File: src/rtl/hport_pkg.sv
package hport_pkg;

  typedef enum logic [1:0] {
    ST_IDLE = 2'd0,
    ST_REQ  = 2'd1,
    ST_CAP  = 2'd2,
    ST_REL  = 2'd3
  } hp_state_e;

endpackage

File: src/rtl/hport_sync.sv
module hport_sync #(
  parameter int W      = 4,
  parameter int STAGES = 2
) (
  input  logic         clk,
  input  logic         rst,
  input  logic [W-1:0] d,
  output logic [W-1:0] q
);

  logic [STAGES-1:0][W-1:0] stg;

  always_ff @(posedge clk) begin
    if (rst) stg <= '0;
    else     stg <= {stg[STAGES-2:0], d};
  end

  assign q = stg[STAGES-1];

endmodule

File: src/rtl/hport_addr.sv
module hport_addr #(
  parameter int AW = 14
) (
  input  logic          clk,
  input  logic          rst,
  input  logic          latch_en,
  input  logic [AW-1:0] latch_addr,
  input  logic          latch_dm,
  input  logic          inc,
  output logic [AW-1:0] addr,
  output logic          is_dm
);

  always_ff @(posedge clk) begin
    if (rst) begin
      addr  <= '0;
      is_dm <= 1'b0;
    end else if (latch_en) begin
      addr  <= latch_addr;
      is_dm <= latch_dm;
    end else if (inc) begin
      addr  <= addr + AW'(1);
    end
  end


  latch_take_chk: assert property (@(posedge clk) disable iff (rst)
    latch_en |=> (addr == $past(latch_addr)) && (is_dm == $past(latch_dm)));


  addr_step_chk: assert property (@(posedge clk) disable iff (rst)
    (inc && !latch_en) |=> addr == $past(addr) + AW'(1));

endmodule

File: src/rtl/hport_ctrl.sv
module hport_ctrl import hport_pkg::*; #(
  parameter int DW        = 16,
  parameter int AW        = 14,
  parameter int MW        = 24,
  parameter int CREG_BASE = 'h3FE0
) (
  input  logic          clk,
  input  logic          rst,
  input  logic          s_sel,
  input  logic          s_rd,
  input  logic          s_wr,
  input  logic [DW-1:0] bus_in,
  input  logic          latch_ev,
  input  logic [AW-1:0] cur_addr,
  input  logic          cur_dm,
  output logic          inc,
  output logic          mem_req,
  output logic          mem_we,
  output logic          mem_dm,
  output logic [AW-1:0] mem_addr,
  output logic [MW-1:0] mem_wdata,
  input  logic [MW-1:0] mem_rdata,
  output logic [DW-1:0] dout,
  output logic          ack
);

  localparam int            LOW_W  = MW - DW;
  localparam int            PAD_W  = DW - LOW_W;
  localparam logic [AW-1:0] CREG_A = AW'(CREG_BASE);

  hp_state_e     state;
  logic          op_wr;
  logic          op_dm;
  logic          phase_hi;
  logic [DW-1:0] hold;

  logic act, wr_req, blocked, need_mem;

  always_comb begin
    act      = s_sel & (s_rd | s_wr);
    wr_req   = s_wr & ~s_rd;
    blocked  = cur_dm && (cur_addr >= CREG_A);
    need_mem = !wr_req || (cur_dm ? !blocked : !phase_hi);
  end

  assign inc = (state == ST_CAP) && (op_dm || !phase_hi);

  always_ff @(posedge clk) begin
    if (rst) begin
      state     <= ST_IDLE;
      op_wr     <= 1'b0;
      op_dm     <= 1'b0;
      phase_hi  <= 1'b1;
      hold      <= '0;
      mem_req   <= 1'b0;
      mem_we    <= 1'b0;
      mem_dm    <= 1'b0;
      mem_addr  <= '0;
      mem_wdata <= '0;
      dout      <= '0;
      ack       <= 1'b1;
    end else begin
      mem_req <= 1'b0;
      case (state)
        ST_IDLE: begin
          if (act) begin
            state    <= ST_REQ;
            ack      <= 1'b0;
            op_wr    <= wr_req;
            op_dm    <= cur_dm;
            mem_req  <= need_mem;
            mem_we   <= wr_req;
            mem_dm   <= cur_dm;
            mem_addr <= cur_addr;
            if (cur_dm) mem_wdata <= {{LOW_W{1'b0}}, bus_in};
            else        mem_wdata <= {hold, bus_in[LOW_W-1:0]};
            if (wr_req && !cur_dm && phase_hi) hold <= bus_in;
          end
        end
        ST_REQ: state <= ST_CAP;
        ST_CAP: begin
          if (!op_wr) begin
            if (op_dm)         dout <= mem_rdata[DW-1:0];
            else if (phase_hi) dout <= mem_rdata[MW-1:LOW_W];
            else               dout <= {{PAD_W{1'b0}}, mem_rdata[LOW_W-1:0]};
          end
          if (!op_dm) phase_hi <= !phase_hi;
          ack   <= 1'b1;
          state <= ST_REL;
        end
        default: begin
          if (!act) state <= ST_IDLE;
        end
      endcase
      if (latch_ev) phase_hi <= 1'b1;
    end
  end


  req_pulse_chk: assert property (@(posedge clk) disable iff (rst)
    mem_req |=> !mem_req);


  ack_busy_chk: assert property (@(posedge clk) disable iff (rst)
    mem_req |-> !ack);


  creg_guard_chk: assert property (@(posedge clk) disable iff (rst)
    (mem_req && mem_we && mem_dm) |-> (mem_addr < CREG_A));


  pm_pair_chk: assert property (@(posedge clk) disable iff (rst)
    (mem_req && mem_we && !mem_dm) |-> !phase_hi);

endmodule

File: src/rtl/hport_top.sv
module hport_top #(
  parameter int DW          = 16,
  parameter int AW          = 14,
  parameter int MW          = 24,
  parameter int CREG_BASE   = 'h3FE0,
  parameter int SYNC_STAGES = 2
) (
  input  logic          clk,
  input  logic          rst,
  input  logic          h_alat,
  input  logic          h_sel,
  input  logic          h_rd,
  input  logic          h_wr,
  input  logic [15:0]   h_din,
  output logic [15:0]   h_dout,
  output logic          h_ack,
  output logic          mem_req,
  output logic          mem_we,
  output logic          mem_dm,
  output logic [13:0]   mem_addr,
  output logic [23:0]   mem_wdata,
  input  logic [23:0]   mem_rdata
);

  localparam int NSYNC = 4;

  logic [NSYNC-1:0] raw_v, syn_v;
  logic             s_alat, s_sel, s_rd, s_wr, s_alat_d;
  logic             latch_ev, inc, cur_dm;
  logic [AW-1:0]    cur_addr;

  assign raw_v = {h_alat, h_sel, h_rd, h_wr};
  assign {s_alat, s_sel, s_rd, s_wr} = syn_v;

  hport_sync #(.W(NSYNC), .STAGES(SYNC_STAGES)) sync_i (
    .clk (clk),
    .rst (rst),
    .d   (raw_v),
    .q   (syn_v)
  );

  always_ff @(posedge clk) begin
    if (rst) s_alat_d <= 1'b0;
    else     s_alat_d <= s_alat;
  end

  assign latch_ev = s_alat_d & ~s_alat;

  hport_addr #(.AW(AW)) addr_i (
    .clk        (clk),
    .rst        (rst),
    .latch_en   (latch_ev),
    .latch_addr (h_din[AW-1:0]),
    .latch_dm   (h_din[AW]),
    .inc        (inc),
    .addr       (cur_addr),
    .is_dm      (cur_dm)
  );

  hport_ctrl #(.DW(DW), .AW(AW), .MW(MW), .CREG_BASE(CREG_BASE)) ctrl_i (
    .clk       (clk),
    .rst       (rst),
    .s_sel     (s_sel),
    .s_rd      (s_rd),
    .s_wr      (s_wr),
    .bus_in    (h_din),
    .latch_ev  (latch_ev),
    .cur_addr  (cur_addr),
    .cur_dm    (cur_dm),
    .inc       (inc),
    .mem_req   (mem_req),
    .mem_we    (mem_we),
    .mem_dm    (mem_dm),
    .mem_addr  (mem_addr),
    .mem_wdata (mem_wdata),
    .mem_rdata (mem_rdata),
    .dout      (h_dout),
    .ack       (h_ack)
  );


  ack_idle_chk: assert property (@(posedge clk) disable iff (rst)
    (!s_sel && !s_rd && !s_wr && $past(!s_sel && !s_rd && !s_wr) && !mem_req) |=> h_ack);

endmodule

File: config.mk
export PLATFORM = sky130hd
export DESIGN_NAME = hport_top
export DESIGN_NICKNAME = d
export VERILOG_FILES = /design/src/rtl/hport_pkg.sv /design/src/rtl/hport_sync.sv /design/src/rtl/hport_addr.sv /design/src/rtl/hport_ctrl.sv /design/src/rtl/hport_top.sv
export SDC_FILE = /design/constraint.sdc
export NUM_CORES = 1
export LEC_CHECK = 0
export BUFFER_PORTS_ARGS = -buffer_cell sky130_fd_sc_hd__buf_2
export CAP_MARGIN = 10
export CORE_ASPECT_RATIO = 1.25
export CORE_MARGIN = 2
export CORE_UTILIZATION = 53
export DETAILED_ROUTE_END_ITERATION = 12
export GPL_TIMING_DRIVEN = 0
export HOLD_SLACK_MARGIN = 0.06
export PLACE_DENSITY_LB_ADDON = 0.05
export SKIP_CTS_REPAIR_TIMING = 1
export SYNTH_ARGS = -nofsm -noshare
export SYNTH_HDL_FRONTEND = slang
export SYNTH_HIERARCHICAL = 1
export SYNTH_SLANG_ARGS = --single-unit
File: constraint.sdc
create_clock -name clk -period 2.2 [get_ports clk]
set_input_delay 0.44 -clock clk [delete_from_list [all_inputs] [get_ports clk]]
set_output_delay 0.44 -clock clk [all_outputs]
set_load 0.02 [all_outputs]
; Word level (Yosys, flattened, before mapping)
; Cells that the tools add are included.
[word_totals]
regBits = 101
out_inout_bits = 58
[op_classes]
n_addsub = 1
n_lt_le_gt_ge = 1
eq_ne = 4
n_mux = 11
n_bitwise = 10
reduce_logical = 21
[ops]
columns = cell, count
row1 = $mux W16, 2
row2 = $mux W14, 2
row3 = $mux W24, 1
row4 = $add A14 B1 Y14 const B, 1
row5 = $ge A14 B14 Y1 const B, 1
row6 = $reduce_and A2 Y1, 5
row7 = $not A1 Y1, 6
row8 = $pmux W2 S3, 1
row9 = $logic_and A1 B1 Y1, 4
row10 = $logic_not A1 Y1, 4
row11 = $mux W2, 2
row12 = $ne A4 B4 Y1 const B, 1
row13 = $reduce_bool A2 Y1, 2
row14 = $and A1 B1 Y1, 3
row15 = $reduce_and A3 Y1, 1
row16 = $reduce_or A3 Y1, 1
row17 = $eq A2 B1 Y1 const B, 1
row18 = $eq A2 B2 Y1 const B, 1
row19 = $logic_not A2 Y1, 1
row20 = $logic_or A1 B1 Y1, 2
row21 = $mux W1, 2
row22 = $ne A2 B1 Y1 const B, 1
row23 = $pmux W1 S2, 1
row24 = $reduce_or A2 Y1, 1
row25 = $or A1 B1 Y1, 1

; Longest topological paths before layout
[logic_depth]
ltp_word = 5
mapped_depth = 8

; Modules after synthesis
; Netlist, hierarchy kept.
[by_module_without_submodules]
columns = module, instances, cells_per_inst, area_per_inst_um2
row1 = hport_ctrl, 1, 361, 3169.3
row2 = hport_addr, 1, 97, 828.3
row3 = hport_sync, 1, 20, 240.2
row4 = hport_top, 1, 3, 35.0

; Least setup slack after synthesis
; OpenSTA, ideal clock, no wires.
[synth_timing]
path_kind = register to register
from = reg ctrl_i.op_dm
to = reg addr_i.addr[11]
t_arrival_ns = 1.965
required_ns = 2.085
path_slack_ns = 0.121
path_stages_with_launch = 9
period_less_slack_ns = 2.079
cell_sequence = dfxtp_1 > nor2b_1 > buf_4 > buf_6 > nor2b_1 > nand4_4 > nor4_1 > xor2_1 > o21a_1
[synth_via]
elab_chain_len = 3
[synth_rtl]
columns = element, line_no
row1 = start: declaration, hport_ctrl.sv:33  ; logic op_dm;
row2 = start signal: assignment, hport_ctrl.sv:70  ; op_dm <= cur_dm;
row3 = $logic_or A1 B1 Y1, hport_ctrl.sv:46  ; assign inc = (state == ST_CAP) && (op_dm || !phase_hi);
row4 = $logic_and A1 B1 Y1, hport_ctrl.sv:46
row5 = net inc, hport_top.sv:29  ; logic latch_ev, inc, cur_dm;
row6 = $reduce_bool A2 Y1 (no source line), --
row7 = end signal: assignment, hport_addr.sv:19  ; addr <= latch_addr;
row8 = end signal: assignment, hport_addr.sv:22  ; addr <= addr + AW'(1);
row9 = end: declaration, hport_addr.sv:10  ; output logic [AW-1:0] addr,
; The timed path passes the listed nets, and every way through them passes these cells.
; A chain may end at the register's enable or synchronous reset.

; Worst setup path after layout
[layout_timing]
from = reg ctrl_i.phase_hi
to = reg addr_i.addr[12]
[layout_via]
elab_chain_len = 4
[layout_rtl]
columns = element, line_no
row1 = start: declaration, hport_ctrl.sv:34  ; logic phase_hi;
row2 = start signal: assignment, hport_ctrl.sv:87  ; if (!op_dm) phase_hi <= !phase_hi;
row3 = $logic_not A1 Y1, hport_ctrl.sv:46
row4 = $logic_or A1 B1 Y1, hport_ctrl.sv:46
row5 = $logic_and A1 B1 Y1, hport_ctrl.sv:46
row6 = net inc, hport_top.sv:29
row7 = $reduce_bool A2 Y1 (no source line), --
; The timed path passes the listed nets, and every way through them passes these cells.

==> parameters.txt <==
Parameter                              Value

Outcome
  Run status ... finished clean

Worst setup path
  Kind of cell with the highest combined delay on the critical path ... simple AND/OR/NAND/NOR gates
  Type of element capturing the critical path ... flip-flop
  Data arrival time of the critical path ... 2280 ps
  Worst EP required ... 2460 ps
  Highest-delay cell along the critical path ... sky130_fd_sc_hd__dfxtp_1
  Top fanout value on the critical path ... 10
  Sort of element at the start of the critical path ... flip-flop
  Worst Setup SP ... ctrl_i/phase_hi
  Number of buffer and inverter stages on the critical path ... 2
  Maximum cell stage delay along the critical path ... 360 ps
  Cells traversed along the worst timing path ... nor2b_1 -> buf_4 -> buf_6 -> nor2b_4 -> nand4_4 -> nor4_1 -> xor2_1 -> o21a_1
  FF-to-FF Start ... ctrl_i/phase_hi
  CP Class ... reg2reg

STA
  Worst hold slack after final layout ... 281 ps
  Headroom to the max-slew limit ... 0.601
  Period utilization ... 0.918
  Post-layout minimum cycle time ... 2020 ps
  Skew final ... 13.6 ps
  Fmax achieved ... 0.495 GHz
  Number of hold-slack violations in the final timing report ... 0
  Final setup violation count ... 0
  Least-Margin Pin Slew ... 598 ps
  Final Max Tran Viols ... 0

Synthesis
  Prevailing post-synth register cell ... sky130_fd_sc_hd__dfxtp_1
  Number of warnings printed during yosys synthesis ... 6
  Post-Syn Nets ... 532
  Syn avg cell area ... 8.88 um^2
  Gate count of the mapped netlist ... 481
  Unique cell type count in the Yosys netlist ... 44
  Area of the mapped netlist ... 4270 um^2
  Number of flip-flops and latches in the synthesized netlist ... 101
  Number of synthesized flops with an enable pin ... 0
  Async SR Flop Fraction ... 0
  Sequential fraction of the synthesis area ... 0.473

Die
  Die Footprint ... 8800 um^2
  Effective utilization at floorplan ... 0.548
  Placeable core region ... 7790 um^2
  Die Y-Extent ... 104 um
  Horizontal extent of the die ... 84.3 um
  Number of cell rows ... 36
  Ports placed on the boundary ... 104

Cells and area
  Area delta synth->final ... 20.0%
  Share of cells above drive strength 1 ... 0.258
  ANT cells ... 0
  Layout Nets ... 647

Routing
  Average via count per standard cell ... 5.46
  Number of design-rule violations left by the first detailed-router iteration ... 152
  Detailed Route WL ... 10.7 mm
  Remaining DRCs ... 0
  Vias after detailed routing ... 3801
  Number of nets with antenna violations after routing ... 0
  WL per Instance ... 15.3 um
  First-pass iteration count of the detailed router ... 4

Placement
  HPWL after detailed placement ... 7.89 mm
  Routability congestion estimate from global placement ... 0.890
  Port buffer count ... 103

Power
  Internal power of the cells ... 2680 uW
  Total power ... 3690 uW
  Pwr dens ... 720 nW/um^2
  Share of power burned in combinational logic ... 0.146
  Net load switching power ... 1010 uW
  IR Drop Worst-Case VDD ... 0.484 mV
  Switching Fraction ... 0.274
  Leakage ... 0.00217 uW
  Sequential power share ... 0.525
  Part of the power in the clock network ... 0.329

CTS
  Clock transition at path regs ... 90 ps
  Maximum count of clock buffers along a single path ... 2
  Count of H-tree levels built during CTS ... 3
  Clock sink count ... 101
  CTS Buf Count ... 9
  CTS Root Cell ... sky130_fd_sc_hd__clkbuf_8
  Clock latency on the worst-skew pair ... 370 ps
  Clock tree from TritonCTS ... done

Min path
  Worst hold path startpoint ... h_wr
  Kind of path behind the tightest hold check ... in2reg

Global route
  Number of global-route vias before repair ... 3533
  Overall global routing resource usage ... 0.246
  Antenna violations before repair ... 0
  Overflow left after global routing ... 0
  First-pass GRT wire length ... 17.4 mm
  Maximum number of pins on one net before global-route repair ... 18

Flow run
  Number of maximum-capacitance violations ... 0
[area by class of cell]
class / instances / area (um^2)
clock buffers: 10 / 138
well taps: 95 / 119
plain buffers: 41 / 254
repair buffers: 104 / 523
clock inverters: 6 / 68.8
flip-flops and latches: 101 / 2020
multi-input cells: 327 / 1960
inverters: 12 / 45.0
fillers: 712 / 2660
[final timing paths]
check | cells after the start | slack (ps) | endpoint
max | 8 | 180 | addr_i/addr[12]
min | 2 | 280 | sync_i/stg[0]
max reg2reg | 8 | 180 | addr_i/addr[12]
min reg2reg | 1 | 440 | sync_i/q[3]
[layout by cell type, fill, tap and decap left out, types with 9 or more instances in the layout]
master and n:
sky130_fd_sc_hd__nand3_1 19, sky130_fd_sc_hd__buf_4 12, sky130_fd_sc_hd__inv_1 12, sky130_fd_sc_hd__nand3b_1 9, sky130_fd_sc_hd__mux2i_1 23, sky130_fd_sc_hd__dfxtp_1 101
sky130_fd_sc_hd__nand2_1 62, sky130_fd_sc_hd__nor2b_1 11, sky130_fd_sc_hd__a211oi_1 24, sky130_fd_sc_hd__buf_2 114, sky130_fd_sc_hd__clkbuf_8 11, sky130_fd_sc_hd__nor2_1 33
sky130_fd_sc_hd__clkbuf_1 12, sky130_fd_sc_hd__o21ai_0 17, sky130_fd_sc_hd__a21oi_1 59
[sequential cells by signal (all words and copies together), names as in the netlist]
register	flops
sync_i/q	4
ctrl_i/phase_hi	1
ctrl_i/mem_req	1
ctrl_i/dout	16
ctrl_i/state	2
ctrl_i/hold	16
ctrl_i/mem_addr	14
ctrl_i/op_dm	1
addr_i/addr	14
sync_i/stg	4
addr_i/is_dm	1
ctrl_i/op_wr	1
ctrl_i/ack	1
ctrl_i/mem_wdata	24
s_alat_d	1
[routing by layer]
| layer | wire, um | part of all wire | global-route usage |
|---|---|---|---|
| met1 | 4720 | 0.44 | 0.321 |
| met2 | 5120 | 0.48 | 0.413 |
| met3 | 657 | 0.062 | 0.0413 |
| met4 | 167 | 0.016 | 0.0760 |
| met5 | 0 | 0 | 0 |
[power by group through the flow]
| stage | clock, uW | sequential (uW) | combinational, uW |
|---|---|---|---|
| global placement | 0 | 1980 | 524 |
| floorplan | 0 | 2020 | 315 |
| global route | 1320 | 1950 | 595 |
| finish | 1220 | 1940 | 539 |
| CTS | 1250 | 1940 | 539 |
| detailed placement | 0 | 1980 | 536 |
[synth_stat cells (5+ instances only)]
master | instances | area share
sky130_fd_sc_hd__mux2i_1 | 23 | 0.054
sky130_fd_sc_hd__nand4_1 | 5 | 0.0073
sky130_fd_sc_hd__nor2_1 | 33 | 0.029
sky130_fd_sc_hd__buf_2 | 11 | 0.013
sky130_fd_sc_hd__o21ai_0 | 17 | 0.020
sky130_fd_sc_hd__clkbuf_1 | 12 | 0.011
sky130_fd_sc_hd__xor2_1 | 6 | 0.012
sky130_fd_sc_hd__nor2b_1 | 12 | 0.018
sky130_fd_sc_hd__a21oi_1 | 59 | 0.069
sky130_fd_sc_hd__a211oi_1 | 24 | 0.042
sky130_fd_sc_hd__nand3b_1 | 9 | 0.016
sky130_fd_sc_hd__nor4_1 | 5 | 0.0073
sky130_fd_sc_hd__nand3_1 | 19 | 0.022
sky130_fd_sc_hd__inv_1 | 12 | 0.011
sky130_fd_sc_hd__xnor2_1 | 7 | 0.014
sky130_fd_sc_hd__nand2_1 | 62 | 0.054
sky130_fd_sc_hd__a22oi_1 | 8 | 0.014
sky130_fd_sc_hd__ha_1 | 5 | 0.015
sky130_fd_sc_hd__o21a_1 | 8 | 0.014
sky130_fd_sc_hd__buf_4 | 11 | 0.019
sky130_fd_sc_hd__dfxtp_1 | 101 | 0.47
[kinds of logic (layout without fill, tap and decap cells)]
| kind of cell | count (synthesis) | after routing | synth area share |
|---|---|---|---|
| simple gates | 163 | 163 | 0.188 |
| compound gates | 123 | 123 | 0.174 |
| flops | 101 | 101 | 0.473 |
| buf+inv | 53 | 173 | 0.0700 |
| mux | 23 | 23 | 0.0539 |
| xor+xnor | 13 | 13 | 0.0266 |
| fa+ha+maj | 5 | 5 | 0.0146 |
[metrics by stage]
step,area [um^2],std cells,util,setup WS (ps),setup TNS [ps]
after detailed placement,4910,679,0.630,-196,-1170
after global routing,5130,696,0.658,-10.2,-10.2
after CTS,5110,695,0.656,-219,-1410
after global placement,4910,679,0.630,-184,-1010
after floorplan,4270,481,-,121,0
final,5130,696,0.658,180,0
Note: power is estimated with default switching activity, not from simulation.
